===== config.mk =====
export PLATFORM = sky130hd
export DESIGN_NAME = ecc_job_status
export DESIGN_NICKNAME = d
export VERILOG_FILES = /design/src/rtl/ecc_stat_pkg.sv /design/src/rtl/ecc_byte_scan.sv /design/src/rtl/ecc_lat_timer.sv /design/src/rtl/ecc_job_status.sv
export SDC_FILE = /design/constraint.sdc
export NUM_CORES = 1
export LEC_CHECK = 0
export ABC_CLOCK_PERIOD_IN_PS = 2600
export BUFFER_PORTS_ARGS = -buffer_cell sky130_fd_sc_hd__buf_2
export CORE_MARGIN = 3
export CORE_UTILIZATION = 41
export CTS_BUF_LIST = sky130_fd_sc_hd__clkbuf_2 sky130_fd_sc_hd__clkbuf_4 sky130_fd_sc_hd__clkbuf_8
export DETAILED_ROUTE_END_ITERATION = 16
export HOLD_SLACK_MARGIN = 0.15
export PLACE_DENSITY_LB_ADDON = 0.15
export SETUP_SLACK_MARGIN = 0.15
export SLEW_MARGIN = 20
export SYNTH_ARGS = -nofsm -noshare
export SYNTH_HDL_FRONTEND = slang
export SYNTH_SLANG_ARGS = --single-unit

===== constraint.sdc =====
create_clock -name clk -period 2.6 [get_ports clk]
set_clock_uncertainty 0.05 [all_clocks]
set_input_delay 0.26 -clock clk [delete_from_list [all_inputs] [get_ports clk]]
set_output_delay 0.26 -clock clk [all_outputs]
set_load 0.1 [all_outputs]

===== src/rtl/ecc_stat_pkg.sv =====
package ecc_stat_pkg;
    localparam int PAYLOAD_BYTES = 512;
    localparam int TAG_BYTES     = 6;
    localparam int PAR_LO_BYTES  = 10;
    localparam int PAR_HI_BYTES  = 20;
    localparam int RES_W         = 2;
    localparam int CORR_W        = 5;
    localparam int SECTOR_MAX    = PAYLOAD_BYTES + TAG_BYTES + PAR_HI_BYTES;
    localparam int BYTE_CNT_W    = $clog2(SECTOR_MAX + 1);

    typedef struct packed {
        logic              busy;
        logic              overrun;
        logic              all_ones;
        logic [RES_W-1:0]  result;
        logic [CORR_W-1:0] corr;
    } status_t;

    localparam int STATUS_W = $bits(status_t);
endpackage


===== src/rtl/ecc_byte_scan.sv =====
module ecc_byte_scan #(
    parameter int CNT_W = 10
) (
    input  logic             clk,
    input  logic             rst_n,
    input  logic             clear_i,
    input  logic             run_i,
    input  logic             valid_i,
    input  logic [7:0]       data_i,
    input  logic [CNT_W-1:0] total_i,
    output logic             all_ff_o,
    output logic             full_o
);
    typedef struct packed {
        logic [CNT_W-1:0] cnt;
        logic             all_ff;
        logic             full;
    } scan_t;

    scan_t scan_d, scan_q;

    always_comb begin
        scan_d = scan_q;
        if (clear_i) begin
            scan_d.cnt    = '0;
            scan_d.all_ff = 1'b1;
            scan_d.full   = 1'b0;
        end else if (run_i && valid_i && !scan_q.full) begin
            scan_d.cnt    = scan_q.cnt + 1'b1;
            scan_d.all_ff = scan_q.all_ff && (data_i == 8'hFF);
            scan_d.full   = ((scan_q.cnt + 1'b1) == total_i);
        end
    end

    always_ff @(posedge clk or negedge rst_n) begin
        if (!rst_n) scan_q <= '0;
        else        scan_q <= scan_d;
    end

    assign all_ff_o = scan_q.all_ff;
    assign full_o   = scan_q.full;
endmodule


===== src/rtl/ecc_lat_timer.sv =====
module ecc_lat_timer #(
    parameter int CNT_W = 14
) (
    input  logic             clk,
    input  logic             rst_n,
    input  logic             clear_i,
    input  logic             run_i,
    input  logic [CNT_W-1:0] limit_i,
    output logic             reached_o
);
    logic [CNT_W-1:0] cnt_d, cnt_q;

    always_comb begin
        cnt_d = cnt_q;
        if (clear_i)                     cnt_d = '0;
        else if (run_i && !(&cnt_q))     cnt_d = cnt_q + 1'b1;
    end

    always_ff @(posedge clk or negedge rst_n) begin
        if (!rst_n) cnt_q <= '0;
        else        cnt_q <= cnt_d;
    end

    // cnt_q holds the number of busy edges already elapsed
    assign reached_o = ({1'b0, cnt_q} + 1'b1) >= {1'b0, limit_i};
endmodule


===== src/rtl/ecc_job_status.sv =====
module ecc_job_status
    import ecc_stat_pkg::*;
#(
    parameter int LAT_NORMAL = 1750,
    parameter int LAT_ERASED = 7500
) (
    input  logic                clk,
    input  logic                rst_n,
    input  logic                start_i,
    input  logic                mode_i,
    input  logic                byte_valid_i,
    input  logic [7:0]          byte_data_i,
    input  logic [RES_W-1:0]    dec_code_i,
    input  logic [CORR_W-1:0]   dec_corr_i,
    output logic [STATUS_W-1:0] status_o,
    output logic                done_irq_o
);
    localparam int LAT_MAX = (LAT_ERASED > LAT_NORMAL) ? LAT_ERASED : LAT_NORMAL;
    localparam int TMR_W   = $clog2(LAT_MAX + 2);
    localparam logic [BYTE_CNT_W-1:0] TOTAL_LO = BYTE_CNT_W'(PAYLOAD_BYTES + TAG_BYTES + PAR_LO_BYTES);
    localparam logic [BYTE_CNT_W-1:0] TOTAL_HI = BYTE_CNT_W'(PAYLOAD_BYTES + TAG_BYTES + PAR_HI_BYTES);

    typedef struct packed {
        status_t stat;
        logic    mode;
        logic    irq;
    } ctl_t;

    ctl_t ctl_d, ctl_q;

    logic                  accept;
    logic                  finish;
    logic                  scan_all_ff;
    logic                  scan_full;
    logic                  lat_reached;
    logic [BYTE_CNT_W-1:0] total;
    logic [TMR_W-1:0]      limit;

    assign accept = start_i && !ctl_q.stat.busy;
    assign total  = ctl_q.mode ? TOTAL_HI : TOTAL_LO;
    assign limit  = scan_all_ff ? TMR_W'(LAT_ERASED) : TMR_W'(LAT_NORMAL);
    assign finish = ctl_q.stat.busy && scan_full && lat_reached;

    ecc_byte_scan #(.CNT_W(BYTE_CNT_W)) u_scan (
        .clk      (clk),
        .rst_n    (rst_n),
        .clear_i  (accept),
        .run_i    (ctl_q.stat.busy),
        .valid_i  (byte_valid_i),
        .data_i   (byte_data_i),
        .total_i  (total),
        .all_ff_o (scan_all_ff),
        .full_o   (scan_full)
    );

    ecc_lat_timer #(.CNT_W(TMR_W)) u_timer (
        .clk       (clk),
        .rst_n     (rst_n),
        .clear_i   (accept),
        .run_i     (ctl_q.stat.busy),
        .limit_i   (limit),
        .reached_o (lat_reached)
    );

    always_comb begin
        ctl_d     = ctl_q;
        ctl_d.irq = 1'b0;
        if (start_i && ctl_q.stat.busy) ctl_d.stat.overrun = 1'b1;
        if (accept) begin
            ctl_d.stat.busy     = 1'b1;
            ctl_d.stat.all_ones = 1'b0;
            ctl_d.stat.result   = '0;
            ctl_d.stat.corr     = '0;
            ctl_d.mode          = mode_i;
        end else if (finish) begin
            ctl_d.stat.busy     = 1'b0;
            ctl_d.stat.all_ones = scan_all_ff;
            ctl_d.stat.result   = scan_all_ff ? '0 : dec_code_i;
            ctl_d.stat.corr     = (dec_code_i == '0) ? dec_corr_i : '0;
            ctl_d.irq           = 1'b1;
        end
    end

    always_ff @(posedge clk or negedge rst_n) begin
        if (!rst_n) ctl_q <= '0;
        else        ctl_q <= ctl_d;
    end

    assign status_o   = ctl_q.stat;
    assign done_irq_o = ctl_q.irq;
endmodule


After elaboration in Yosys (flattened, before gate mapping)
Cells that the tools add are included.
W data, S select, Z words.
- register bits: 37
- bits of input ports: 20
- output and inout bits: 11
- word-level logic and storage cells: 47
- add/subtract/negate cells: 3
- order comparisons: 1
- equal/unequal tests: 2
- mux-type cells: 14
- reductions and logical operators: 16
- operator list (operator ; number):
    $mux W13 ; 3
    $mux W12 ; 2
    $mux W8 ; 2
    $add A13 B1 Y14 const B ; 1
    $ge A14 B13 Y1 ; 1
    $add A13 B1 Y13 const B ; 1
    $reduce_and A13 Y1 ; 1
    $add A10 B1 Y10 const B ; 1
    $eq A10 B10 Y1 ; 1
    $eq A8 B8 Y1 const B ; 1
    $logic_and A1 B1 Y1 ; 8
    $reduce_bool A2 Y1 ; 3
    $mux W5 ; 1
    $mux W1 ; 4
    $mux W4 ; 1
    $logic_not A1 Y1 ; 3
    $logic_not A2 Y1 ; 1
    $mux W2 ; 1

Longest topological paths before layout
- depth after elaboration: 5
- depth in mapped cells: 13
- gate-level depth less buffers: 11

By module
Synthesis repeated with hierarchy kept, for this count alone.
- cells, all modules: 284
- area total of the unflattened synthesis: 2577.5 sq um
- modules (own cells, without submodules) (module ; instances ; cells each ; area an instance (sq um) ; seq. area each (sq um)):
    ecc_lat_timer ; 1 ; 134 ; 1178.6 ; 325.3
    ecc_byte_scan ; 1 ; 93 ; 825.8 ; 300.3
    ecc_job_status ; 1 ; 57 ; 573.0 ; 300.3

Worst setup path after synthesis
No wires, ideal clock.
- path type: register to register
- from: reg u_timer.cnt_q[0]
- to: reg ctl_q, in the netlist status_o[0]
- setup time: 0.079 ns
- arrival: 2.301 ns
- data required time: 2.471 ns
- slack: 0.169 ns
- stages on the path, launching flop included: 12
- path buffers: 2
- clock period less this slack: 2.431 ns
- path through: dfrtp_1 ha_1 buf_2 nand3_1 nor4_1 xnor2_1 ha_1 a21oi_1 o41ai_2 a32oi_1 buf_6 mux2i_1
- longest elaborated chain between the ends: 4
- ends and longest elaborated chain (what ; line ; source):
    start: declaration ; ecc_lat_timer.sv:11 ; logic [CNT_W-1:0] cnt_d, cnt_q;
    start signal: assignment ; ecc_lat_timer.sv:21 ; else cnt_q <= cnt_d;
    $add A13 B1 Y14 ; ecc_lat_timer.sv:25 ; assign reached_o = ({1'b0, cnt_q} + 1'b1) >= {1'b0, limit_i};
    $ge A14 B13 Y1 ; ecc_lat_timer.sv:25 ;
    $logic_and A1 B1 Y1 ; ecc_job_status.sv:42 ; assign finish = ctl_q.stat.busy && scan_full && lat_reached;
    $reduce_bool A2 Y1 (no source line) ; -- ;
    end signal: assignment ; ecc_job_status.sv:86 ; else ctl_q <= ctl_d;
    end: declaration ; ecc_job_status.sv:29 ; ctl_t ctl_d, ctl_q;
Every way passes these cells.
A chain may end at the register's enable or synchronous reset.

Worst setup path in the final report
- from: reg u_timer.cnt_q[1]
- to: reg ctl_q, in the netlist status_o[5]
Same word-level chain as after synthesis.

==> flow_summary.json <==
{
  "synth_top_cell_by_area": "dfrtp_1",
  "cts_tree": "yes",
  "min-delay-start": "dec_corr_i[1]",
  "timing.max_cap.violations": 0,
  "synth_edf_count": 0,
  "yosys-top-cells-area": "dfrtp_1 (39%), nand2_1 (6.1%), o21ai_0 (5.5%), ha_1 (5.3%), buf_4 (3.8%)",
  "path_buf_inv": 1,
  "endpoint_kind": "flop",
  "drcViolationCount": 0,
  "cts_root_buf": "clkbuf_8",
  "dieHeight_um": 81.7,
  "yosysSeqAreaShare": 0.394,
  "core-area_um2": 5340,
  "finalHoldViolations": 0,
  "reg2reg_from": "u_timer.cnt_q[1]",
  "gr-total-overflow": 0,
  "crit_fanout": 5,
  "track_usage": 0.184,
  "critPathLaunch": "u_timer.cnt_q[1]",
  "n_antenna_cell": 0,
  "drt_iter0_markers": 111,
  "die_width_um": 81.7,
  "synthCells": 262,
  "grt_max_degree": 38,
  "slowest_delay_ns": 0.42,
  "nets": 355,
  "ys_ff_latch": 37,
  "n_fill_cell": 482,
  "finalCriticalPeriod_ns": 2.50,
  "setup_viol": 0,
  "rsz0062_at_grt": "true",
  "antenna_found_initial": 0,
  "portBuffers": 30,
  "rows": 26,
  "r2r_slack_ns": 0.1,
  "relSlewSlack": 0.437,
  "place_area_um2": 2540,
  "slew_viol_final": 0,
  "cp_top_family": "compound AO/OA/AOI/OAI gates",
  "dp_hpwl_um": 3610,
  "synthArstFlopShare": 1.00,
  "netlist_area_um2": 2350,
  "ir_drop_v": 0.000297,
  "crit_chain": "ha_4, nand3_4, nor2_4, nand2_4, xnor2_2, ha_1, a21o_1, a21oi_2, o31ai_1, a32oi_1, buf_4, mux2i_1",
  "htreeDepth": 2,
  "drive_above_1_share": 0.340,
  "synth_most_common_cell": "nand2_1",
  "insertion_delay_ns": 0.29,
  "clock_path_buffers": 2,
  "min_period_over_period": 0.962,
  "cp_data_required_time_ns": 2.77,
  "via_per_inst": 5.16,
  "multi_input_area_um2": 1350,
  "grt_first_pass_wirelength_um": 9470,
  "max_freq_ghz": 0.400,
  "seq_area_um2": 933,
  "area_growth_pct": 31.6,
  "first_pass_iters": 4,
  "clock-sinks": 37,
  "worst_setup_path_start_kind": "flop",
  "stdcell_count": 396,
  "power.leakage_nw": 1.45,
  "syn_area_per_cell_um2": 8.96,
  "arrival_ns": 2.67,
  "gp_congestion": 0.836,
  "status": "complete, no violations",
  "routed_wl_um": 5730,
  "dieArea_um2": 6670,
  "total_power_mw": 2.16,
  "whs_ns": 0.158,
  "antenna_left": 0,
  "wl_per_cell_um": 14.5,
  "synth_commonest_cells": "nand2_1 (38), dfrtp_1 (37), o21ai_0 (26), nor2_1 (20), nand3_1 (14)",
  "tns_ns": 0,
  "vias": 2042,
  "netlist.area_leader.share": 0.394,
  "worst_slew_pin_slew_ns": 0.845,
  "critPathKind": "reg2reg",
  "dominantRegCellSynth": "dfrtp_1",
  "hold_path.class": "in2reg",
  "synth_nets": 292,
  "slowest_stage": "dfrtp_2",
  "yosys.cell_types.count": 49,
  "grt_pass1_vias": 1948,
  "dp_cells": 354,
  "cts-buffers-inserted": 5,
  "initial_utilization": 0.440,
  "path_clk_slew_ns": 0.08,
  "synth_warnings": 0,
  "num_io_pins": 31,
  "powerDensity_nw_per_um2": 698,
  "final_area_um2": 3090
}
sequential cells by signal, indices dropped and copies added (netlist names):
signal	count
u_timer.cnt_q	13
status_o	10
u_scan.scan_q	10
ctl_q	1
done_irq_o	1
u_scan.all_ff_o	1
u_scan.full_o	1
final timing paths:
check                              endpoint  cells past startpoint
setup reg to reg                status_o[5]                     12
setup / recovery                status_o[5]                     12
max in group asynchronous  u_timer.cnt_q[0]                      2
hold / removal                  status_o[1]                      3
hold reg to reg                 status_o[8]                      1
min in group asynchronous       status_o[0]                      2
worst register-to-register path: cells and delay by family (launching register included):
family	cells	cell delay (ns)
flip-flops	1	0.42
adder cells (fa/ha/maj)	2	0.47
multiplexers	1	0.19
AO/OA/AOI/OAI	4	0.64
XOR/XNOR	1	0.13
AND/OR/NAND/NOR	3	0.31
buffers and inverters	1	0.22
through the flow:
| step | worst slack, ns | util |
|---|---|---|
| 6_report | 0.0987 | 0.579 |
| 3_3_place_gp | 0.0193 | 0.476 |
| 5_1_grt | -0.0526 | 0.579 |
| 4_1_cts | 0.135 | 0.553 |
| 3_5_place_dp | 0.0101 | 0.476 |
| 2_1_floorplan | 0.169 | - |
final cells by class:
class,instances,area share
well taps,70,0.0283
multi-input cells,196,0.436
repair buffers,77,0.181
clock inverters,3,0.0211
inverters,8,0.00972
clock buffers,5,0.0223
flip-flops and latches,37,0.302
power by group:
group	total, mW	leakage [nW]	switching, mW	internal, mW
clock	0.600	0.0681	0.219	0.381
combinational	0.773	0.917	0.378	0.395
sequential	0.784	0.468	0.115	0.668
total	2.16	1.45	0.712	1.44
cells by family after synthesis:
family          count (synthesis)  share of synthesized area
compound gates                 55                      0.148
xor+xnor                       15                     0.0559
fa+ha+maj                      10                     0.0533
buf+inv                        29                     0.0746
flops                          37                      0.394
mux                            10                     0.0437
simple gates                  106                      0.231
layer usage:
layer  GRT usage  share of wire  vias up  wire length [µm]
met5           0              0        -                 0
li1            -              -     1036                 -
met3      0.0329          0.038        7               217
met1       0.257           0.49      960              2790
met4      0.0548          0.012        0                70
met2       0.291           0.46       39              2650
cells in the final DEF, fill, tap and decap left out, types with 3 or more instances in the layout:
cell,instances
nand3b_1,3
inv_1,8
nand3_1,12
nand4_1,4
nand2b_1,3
dfrtp_1,31
nand2_1,36
xnor2_1,7
xnor2_2,3
nor2_1,17
buf_2,30
and2_1,4
dfrtp_2,6
mux2i_1,8
ha_1,9
clkbuf_8,5
o31ai_1,5
dlygate4sd3_1,6
nor3_1,4
a21oi_1,6
xor2_1,5
o21ai_0,25
buf_6,11
buf_4,30
what timing repair did:
action                                  CTS  global route
setup buffers                            20             7
hold endpoints to repair                 42             0
endpoints found under the setup margin   10            11
hold buffers                              6             0
gates cloned                              1             0
pin swaps                                 8             8
gates resized for setup                  18            23
(Power assumes the default switching activity.)
